### src/rtl/sdram_init_pkg.sv
package sdram_init_pkg;

  typedef enum logic [3:0] {
    ST_STAB, ST_PRE, ST_TRP, ST_REF, ST_TRC, ST_MRS, ST_TRSC, ST_READY, ST_ERR
  } init_state_e;

  typedef struct packed {
    logic cs_n;
    logic ras_n;
    logic cas_n;
    logic we_n;
  } cmd_t;

  localparam cmd_t CMD_NOP = '{1'b0, 1'b1, 1'b1, 1'b1};
  localparam cmd_t CMD_PRE = '{1'b0, 1'b0, 1'b1, 1'b0};
  localparam cmd_t CMD_REF = '{1'b0, 1'b0, 1'b0, 1'b1};
  localparam cmd_t CMD_MRS = '{1'b0, 1'b0, 1'b0, 1'b0};

  function automatic int imax(input int a, input int b);
    return (a > b) ? a : b;
  endfunction

endpackage

### src/rtl/sdram_init_timer.sv
module sdram_init_timer #(
  parameter int CNT_W   = 16,
  parameter int RST_VAL = 0
) (
  input  logic             clk_i,
  input  logic             rst_ni,
  input  logic             load_i,
  input  logic [CNT_W-1:0] load_val_i,
  output logic             done_o
);

  logic [CNT_W-1:0] cnt_q;

  always_ff @(posedge clk_i or negedge rst_ni) begin
    if (!rst_ni)               cnt_q <= CNT_W'(RST_VAL);
    else if (load_i)           cnt_q <= load_val_i;
    else if (cnt_q != '0)      cnt_q <= cnt_q - 1'b1;
  end

  assign done_o = (cnt_q == '0);

  AST_TMR_HOLD_ZERO: assert property (@(posedge clk_i) disable iff (!rst_ni)
    (done_o && !load_i) |=> done_o);

endmodule

### src/rtl/sdram_mode_enc.sv
module sdram_mode_enc #(
  parameter int ADDR_W = 12
) (
  input  logic [2:0]        bl_i,
  input  logic              bt_i,
  input  logic [2:0]        cl_i,
  input  logic              wm_i,
  output logic [ADDR_W-1:0] word_o,
  output logic              legal_o
);

  logic bl_ok, cl_ok;

  always_comb begin
    word_o      = '0;
    word_o[2:0] = bl_i;
    word_o[3]   = bt_i;
    word_o[6:4] = cl_i;
    word_o[9]   = wm_i;
  end

  always_comb begin
    unique case (bl_i)
      3'b000, 3'b001, 3'b010, 3'b011: bl_ok = 1'b1;
      3'b111:                         bl_ok = !bt_i;  // full page: sequential only
      default:                        bl_ok = 1'b0;
    endcase
    cl_ok   = (cl_i == 3'b010) || (cl_i == 3'b011);
    legal_o = bl_ok && cl_ok;
  end

endmodule

### src/rtl/sdram_init_seq.sv
module sdram_init_seq
  import sdram_init_pkg::*;
#(
  parameter int CLK_KHZ   = 100000,
  parameter int STAB_US   = 500,
  parameter int T_RP      = 3,
  parameter int T_RC      = 9,
  parameter int T_RSC     = 2,
  parameter int REF_COUNT = 8,
  parameter int ADDR_W    = 12,
  parameter int DQM_W     = 8
) (
  input  logic              clk_i,
  input  logic              rst_ni,
  input  logic [2:0]        bl_i,
  input  logic              bt_i,
  input  logic [2:0]        cl_i,
  input  logic              wm_i,
  output logic              cs_n_o,
  output logic              ras_n_o,
  output logic              cas_n_o,
  output logic              we_n_o,
  output logic [1:0]        ba_o,
  output logic [ADDR_W-1:0] addr_o,
  output logic              cke_o,
  output logic [DQM_W-1:0]  dqm_o,
  output logic              ready_o,
  output logic              err_o
);

  localparam int STAB_CYC = (CLK_KHZ * STAB_US + 999) / 1000;
  localparam int REF_N    = imax(REF_COUNT, 8);
  localparam int MAX_WAIT = imax(STAB_CYC, imax(T_RC, imax(T_RP, T_RSC)));
  localparam int CNT_W    = $clog2(MAX_WAIT + 1);
  localparam int RC_W     = $clog2(REF_N + 1);

  init_state_e       state_q, state_d;
  logic [RC_W-1:0]   ref_cnt_q;
  logic              tmr_load, tmr_done;
  logic [CNT_W-1:0]  tmr_val;
  logic [ADDR_W-1:0] mode_word;
  logic              mode_legal;
  cmd_t              cmd;

  sdram_init_timer #(.CNT_W(CNT_W), .RST_VAL(STAB_CYC - 1)) u_timer (
    .clk_i      (clk_i),
    .rst_ni     (rst_ni),
    .load_i     (tmr_load),
    .load_val_i (tmr_val),
    .done_o     (tmr_done)
  );

  sdram_mode_enc #(.ADDR_W(ADDR_W)) u_mode (
    .bl_i    (bl_i),
    .bt_i    (bt_i),
    .cl_i    (cl_i),
    .wm_i    (wm_i),
    .word_o  (mode_word),
    .legal_o (mode_legal)
  );

  // wait states last (T-1) cycles so commands land exactly T apart
  always_comb begin
    state_d  = state_q;
    tmr_load = 1'b0;
    tmr_val  = '0;
    unique case (state_q)
      ST_STAB: if (tmr_done) state_d = ST_PRE;
      ST_PRE: begin
        tmr_load = 1'b1;
        tmr_val  = CNT_W'(T_RP - 2);
        state_d  = ST_TRP;
      end
      ST_TRP: if (tmr_done) state_d = ST_REF;
      ST_REF: begin
        tmr_load = 1'b1;
        tmr_val  = CNT_W'(T_RC - 2);
        state_d  = ST_TRC;
      end
      ST_TRC: if (tmr_done) begin
        if (ref_cnt_q == RC_W'(REF_N)) state_d = mode_legal ? ST_MRS : ST_ERR;
        else                           state_d = ST_REF;
      end
      ST_MRS: begin
        tmr_load = 1'b1;
        tmr_val  = CNT_W'(T_RSC - 2);
        state_d  = ST_TRSC;
      end
      ST_TRSC: if (tmr_done) state_d = ST_READY;
      default: state_d = state_q;
    endcase
  end

  always_ff @(posedge clk_i or negedge rst_ni) begin
    if (!rst_ni) begin
      state_q   <= ST_STAB;
      ref_cnt_q <= '0;
    end else begin
      state_q <= state_d;
      if (state_q == ST_REF) ref_cnt_q <= ref_cnt_q + 1'b1;
    end
  end

  always_comb begin
    cmd    = CMD_NOP;
    addr_o = '0;
    ba_o   = '0;
    unique case (state_q)
      ST_PRE: begin
        cmd        = CMD_PRE;
        addr_o[10] = 1'b1;
      end
      ST_REF: cmd = CMD_REF;
      ST_MRS: begin
        cmd    = CMD_MRS;
        addr_o = mode_word;
      end
      default: ;
    endcase
  end

  assign {cs_n_o, ras_n_o, cas_n_o, we_n_o} = cmd;
  assign cke_o   = 1'b1;
  assign dqm_o   = '1;
  assign ready_o = (state_q == ST_READY);
  assign err_o   = (state_q == ST_ERR);

  // ---------------- checker state ----------------
  localparam int GAP_MAX = imax(T_RP, imax(T_RC, T_RSC)) + 1;
  localparam int GAP_W   = $clog2(GAP_MAX + 1);

  cmd_t             chk_issued, chk_last_q;
  logic [GAP_W-1:0] chk_gap_q;
  logic [RC_W:0]    chk_refs_q;
  logic [1:0]       chk_pres_q;

  assign chk_issued = {cs_n_o, ras_n_o, cas_n_o, we_n_o};

  always_ff @(posedge clk_i or negedge rst_ni) begin
    if (!rst_ni) begin
      chk_last_q <= CMD_NOP;
      chk_gap_q  <= GAP_W'(GAP_MAX);
      chk_refs_q <= '0;
      chk_pres_q <= '0;
    end else begin
      if (chk_issued != CMD_NOP) begin
        chk_last_q <= chk_issued;
        chk_gap_q  <= GAP_W'(1);
      end else if (chk_gap_q != GAP_W'(GAP_MAX)) begin
        chk_gap_q <= chk_gap_q + 1'b1;
      end
      if (chk_issued == CMD_REF && chk_refs_q != '1) chk_refs_q <= chk_refs_q + 1'b1;
      if (chk_issued == CMD_PRE && chk_pres_q != '1) chk_pres_q <= chk_pres_q + 1'b1;
    end
  end

  AST_SINGLE_PRE: assert property (@(posedge clk_i) disable iff (!rst_ni)
    (chk_issued == CMD_PRE) |-> (chk_pres_q == '0));
  AST_REF_AFTER_TRP: assert property (@(posedge clk_i) disable iff (!rst_ni)
    (chk_issued == CMD_REF && chk_last_q == CMD_PRE) |-> (chk_gap_q >= GAP_W'(T_RP)));
  AST_REF_SPACING: assert property (@(posedge clk_i) disable iff (!rst_ni)
    ((chk_issued == CMD_REF || chk_issued == CMD_MRS) && chk_last_q == CMD_REF)
      |-> (chk_gap_q >= GAP_W'(T_RC)));
  AST_MRS_REF_COUNT: assert property (@(posedge clk_i) disable iff (!rst_ni)
    (chk_issued == CMD_MRS) |-> (chk_refs_q >= (RC_W + 1)'(REF_N)));
  AST_ERR_NO_MRS: assert property (@(posedge clk_i) disable iff (!rst_ni)
    err_o |-> (chk_issued == CMD_NOP && !ready_o));
  AST_READY_AFTER_TRSC: assert property (@(posedge clk_i) disable iff (!rst_ni)
    $rose(ready_o) |-> (chk_last_q == CMD_MRS && chk_gap_q >= GAP_W'(T_RSC)));
  AST_READY_HOLD: assert property (@(posedge clk_i) disable iff (!rst_ni)
    ready_o |=> ready_o);

endmodule

### config.mk
export PLATFORM = sky130hd
export DESIGN_NAME = sdram_init_seq
export DESIGN_NICKNAME = d
export VERILOG_FILES = /design/src/rtl/sdram_init_pkg.sv /design/src/rtl/sdram_init_timer.sv /design/src/rtl/sdram_mode_enc.sv /design/src/rtl/sdram_init_seq.sv
export SDC_FILE = /design/constraint.sdc
export NUM_CORES = 1
export LEC_CHECK = 0
export BUFFER_PORTS_ARGS = -buffer_cell sky130_fd_sc_hd__buf_2
export CAP_MARGIN = 20
export CORE_MARGIN = 2
export CORE_UTILIZATION = 44
export CTS_BUF_LIST = sky130_fd_sc_hd__clkbuf_4 sky130_fd_sc_hd__clkbuf_8
export DETAILED_ROUTE_END_ITERATION = 6
export GPL_TIMING_DRIVEN = 0
export HOLD_SLACK_MARGIN = 0.06
export PLACE_DENSITY = 0.65
export SYNTH_ARGS = -nofsm -noshare
export SYNTH_HDL_FRONTEND = slang
export SYNTH_SLANG_ARGS = --single-unit
### constraint.sdc
create_clock -name clk_i -period 2.97 [get_ports clk_i]
set_input_delay 0.297 -clock clk_i [delete_from_list [all_inputs] [get_ports clk_i]]
set_output_delay 0.297 -clock clk_i [all_outputs]
set_load 0.005 [all_outputs]
# Word-level counts from Yosys, hierarchy flattened
# Cells that the tools add are included.
# W data, S select, Z words.
# classes
n_addsub	2
multipliers	0
div_mod_pow	0
magnitude_cmp	0
n_eq_ne	19
shifts	0
n_mux	15
n_bitwise	0
n_reduce_logical	12
# op_table
operator	count
$mux W16	2
$pmux W4 S7	1
$mux W4	6
$eq A4 B3 Y1 const B	4
$logic_not A16 Y1	1
$reduce_bool A16 Y1	1
$sub A16 B1 Y16 const B	1
$eq A3 B2 Y1 const B	4
$mux W10	1
$pmux W3 S3	1
$eq A4 B2 Y1 const B	2
$eq A4 B4 Y1 const B	2
$ne A2 B2 Y1 const B	4
$reduce_bool A7 Y1	1
$pmux W3 S2	1
$reduce_and A5 Y1	1
$add A4 B1 Y4 const B	1
$eq A4 B1 Y1 const B	1
$logic_not A4 Y1	1
$reduce_or A4 Y1	1
$eq A3 B1 Y1 const B	1
$eq A3 B3 Y1 const B	1
$logic_not A3 Y1	1
$reduce_or A3 Y1	1
other kinds (6)	7
# totals
regBits	24
latchBits	0
mem_bits_rw	0
rom_bits	0
input_bits	10
out_inout_bits	29
word_cells	51
memories	0

# Longest topological paths before layout
# depth
ltp_word	8
depth_mapped	8
mapped_depth_nobuf	6

# Modules after synthesis
# A second synthesis with hierarchy kept.
# unflattened
hier_cells	205
area_unflattened_um2	1831.8
# by_module_without_submodules
module	instances	cells_per_inst	area_per_inst_um2	seq_area_each_um2
sdram_init_timer	1	104	1017.2	411.6
sdram_init_seq	1	85	701.9	200.2
sdram_mode_enc	1	16	112.6	0.0

# Least setup slack after synthesis
# No wires, ideal clock.
# synth_timing
kind	reg2reg
start	register u_timer.cnt_q[0]
end	register u_timer.cnt_q[9]
setup_time_ps	73
arrival_time_ps	1807
t_required_ps	2897
setup_slack_ps	1090
stages_incl_launch_ff	8
path_buffers	1
synth_period_minus_slack_ps	1880
path_cell_list	dfstp_2 > inv_1 > ha_1 > nor4b_2 > and4_1 > buf_2 > or4_1 > a21oi_1
# synth_between
elab_chain_len	3
elab_cells_between_ends	5
cone_classes	add/sub (1); mux (2); reduce/logical (2)
# synth_rtl
item	line	rtl
start, declared	sdram_init_timer.sv:12	logic [CNT_W-1:0] cnt_q;
start signal, assigned	sdram_init_timer.sv:15	if (!rst_ni) cnt_q <= CNT_W'(RST_VAL);
start signal, assigned	sdram_init_timer.sv:16	else if (load_i) cnt_q <= load_val_i;
start signal, assigned	sdram_init_timer.sv:17	else if (cnt_q != '0) cnt_q <= cnt_q - 1'b1;
$sub A16 B1 Y16	sdram_init_timer.sv:17	
$mux W16	sdram_init_timer.sv:17	
$mux W16	sdram_init_timer.sv:16	
# Several ways; a longest one is shown, not always the timed one. The select of a mux whose other input is x is not followed.
# A chain may end at the register's enable or synchronous reset.

# Worst setup path after layout
# layout_timing
start	register state_q[1]
end	output port cas_n_o
# layout_between
elab_chain_len	2
elab_cells_between_ends	4
cone_classes	eq/ne (3); mux (1)
# layout_rtl
item	line	rtl
start, declared	sdram_init_seq.sv:37	init_state_e state_q, state_d;
start signal, assigned	sdram_init_seq.sv:99	state_q <= state_d;
$eq A4 B3 Y1, or another cell as far along	sdram_init_seq.sv:108	unique case (state_q)
$pmux W3 S3 (*)	sdram_init_seq.sv:108	
end, declared	sdram_init_seq.sv:21	output logic cas_n_o,
# Mark *: on every way between the ends. The rest lies on a longest branch, timed or not.

==> results.md <==
* Layout cells sized above 1 at 28.9%
* Initial core utilization at 47.0%
* Final Hold Viols at 0
* CP max stage cell: nor3_2
* Number of diodes at 0
* Fill cell count at 337
* Path type of the worst setup path: reg -> out
* #FFs+latches synth at 24
* Root Driver: clkbuf_4
* Core ar. at 3420 µm²
* Synth-to-Final Area Change at 17.7%
* Netlist cell types at 49
* First-iteration detailed-routing DRC count at 79
* IO Pins at 39
* Die W at 64.4 µm
* Worst Hold Slack at 0.362 ns
* Top cells by area, synth: dfrtp_1 23%, dfstp_2 15%, buf_4 7.0%
* Final core occ at 55.3%
* VDD IR max at 262 µV
* Status: complete, no violations
* Synth top area share at 23.4%
* Post-synth EDFFs at 0
* Final period util at 72.5%
* GRT overflow at 0
* Sequential Area at 612 µm²
* RSZ-0062 raised after global routing: false
* Routed wire length at 3480 µm
* Worst r2r src: u_timer.cnt_q[0]
* Most frequent cell after synthesis: a21oi_1
* CP Max Fanout at 9
* Height of the die at 64.4 µm
* Final setup viols at 0
* Sw Pwr at 0.123 mW
* Sw Share at 20.4%
* Final ANT Viol Nets at 0
* Power per cell area at 321 nW/µm²
* Vias post-DR at 1414
* RR Endpoint: state_q[1]
* First-pass GRT wire length at 5980 µm
* Avg Synthesized Cell Area at 9.07 µm²
* Fin crit period at 2.15 ns
* Synthesized area at 1610 µm²
* CP arrival at 1.86 ns
* Cells after DPL at 259
* Post-synthesis sequential area ratio at 38.1%
* Max Cap Viol at 0
* Fmax at 0.464 GHz
* Initial antenna violation count at 0
* CTS Buffer Depth at 2
* Final HPWL DP at 2630 µm
* Top delay family on crit path: buffers and inverters
* H-tree Lvls at 1
* TritonCTS clock tree: done
* Final Wtd Congestion at 0.770
* Worst Tran Pin Value at 0.587 ns
* Min-Delay Path Class: in -> reg
* Final std cells w/o fill at 264
* Hold path start: bl_i[2]
* Row cnt at 21
* CP endpoint kind: output pin
* Worst Skew at 0.0175 ns
* PostCTS Resize Cnt at 0
* Post-synth top cells: 17 x a21oi_1, 15 x buf_4, 15 x dfrtp_1, 10 x inv_1, 10 x nand2_1
* Via/cell ratio at 5.36
* Clock-pin slew on the worst setup and hold paths at 0.13 ns
* Slew Viols, Final at 0
* CP bufs+invs at 3
* Critical Path Max Stage Delay at 0.54 ns
* First-pass iteration count of the detailed router at 4
* GR Util All Layers at 18.0%
* Internal Power at 0.482 mW
* Post-synth top area cell: dfrtp_1
* CP Launch Type: register
* Hold endpoint: state_q[2]
* Number of global-route vias before repair at 1358
* Maximum number of pins on one net before global-route repair at 25
* P_leak at 0.919 nW
* Hold path depth at 4
* Clock power frac at 40.2%
* Crit path cell chain: clkbuf_1 -> inv_1 -> nor3_2 -> a21oi_1 -> buf_2
* Critical Path RT at 2.67 ns
* Setup_tns at 0 ns
* Drt drc at 0
* Post-Synthesis Cells at 177
* Final #Nets at 233
* Multi-input logic area at 841 µm²
* Flop-to-flop setup slack at 0.91 ns
* Die area at 4150 µm²
* TritonCTS Buffers at 3
* Seq pwr share at 54.1%
* PortBufs at 23
* Clock Latency Late Sink at 0.33 ns
* Reg2reg path depth at 7
* Logic gate share of total power at 5.7%
* Pwr Total at 0.606 mW
* Top_reg_cell synth: dfrtp_1
* WL per Instance at 13.2 µm
* Synth warnings at 0
* Slew headroom at 60.7%
* Ys async rst share at 100%
* Num Clock Sinks at 24
state kept, by name, indices dropped and copies added, names as in the netlist:
register       count
state_q            4
ref_cnt_q          4
u_timer.cnt_q     16
cells by family (layout without fill, tap and decap cells):
family,count (synthesis),after routing,synth area share [%]
other,2,15,0.468
XOR/XNOR,5,5,2.73
buffers and inverters,34,62,12.5
adder cells (fa/ha/maj),4,4,3.12
AO/OA/AOI/OAI,40,40,15.7
flip-flops,24,24,38.1
AND/OR/NAND/NOR,68,68,27.3
cell type report:
| type | instances | share of cell area (%) |
|---|---|---|
| Buffer | 24 | 8.68 |
| Inverter | 10 | 1.99 |
| Multi-Input combinational cell | 132 | 44.5 |
| Clock buffer | 3 | 1.19 |
| Tap cell | 46 | 3.05 |
| Clock inverter | 1 | 1.59 |
| Sequential cell | 24 | 32.4 |
| Timing Repair Buffer | 24 | 6.62 |
cell usage in the layout (no fill, tap or decap), drive strengths merged, types with 2 or more instances in the layout:
cell	n
o211ai	2
xnor2	4
clkbuf	8
dfstp	9
or4	6
nand3	2
dfrtp	15
conb	15
o21ai	6
nor3	4
nor2	8
nand4	3
nor4	7
and4	3
or3	6
ha	4
nand2	10
a21oi	17
a41oi	2
nand2b	3
a31o	2
inv	10
and3	8
nor3b	2
o31ai	4
buf	42
worst register-to-register path, delay by kind of cell, from the launching register on:
kind,cells,cell delay [ns]
adders and majority gates,1,0.17
DFF,1,0.41
buffers and inverters,2,0.29
and+or+nand+nor,2,0.68
AOI/OAI and AO/OA,2,0.43
metal layers:
layer | share of wire [%] | global-route usage (%)
met5 | 0 | 0
met3 | 3.4 | 3.70
met4 | 0.40 | 2.93
met1 | 44 | 22.5
met2 | 52 | 32.2
per-stage QoR:
| stage | cell area, µm² | worst slack [ns] |
|---|---|---|
| 5_1_grt | 1890 | 0.651 |
| 4_1_cts | 1890 | 0.794 |
| 2_1_floorplan | 1650 | 1.09 |
| 3_5_place_dp | 1830 | 0.941 |
| 3_3_place_gp | 1830 | 0.948 |
| 6_report | 1890 | 0.816 |
power groups by stage:
stage          Clock [mW]  Sequential, mW  Combinational (mW)
6_report            0.244           0.328              0.0345
2_1_floorplan           0           0.333              0.0199
5_1_grt             0.261           0.328              0.0394
4_1_cts             0.251           0.328              0.0340
3_5_place_dp            0           0.333              0.0329
3_3_place_gp            0           0.333              0.0326
worst max path at each step:
stage	startpoint	cells after the start	to
after global routing	state_q[1]	5	cas_n_o
final	state_q[1]	5	cas_n_o
after floorplan	u_timer.cnt_q[0]	7	u_timer.cnt_q[9]
after detailed placement	u_timer.cnt_q[0]	7	u_timer.cnt_q[8]
after CTS	state_q[1]	5	cas_n_o
after global placement	u_timer.cnt_q[0]	7	u_timer.cnt_q[8]
timing repair:
item / CTS / global route
hold endpoints to repair: 15 / 0
buffers inserted: 0 / 0
hold buffers: 1 / 0
Note: power is estimated with default switching activity, not from simulation.
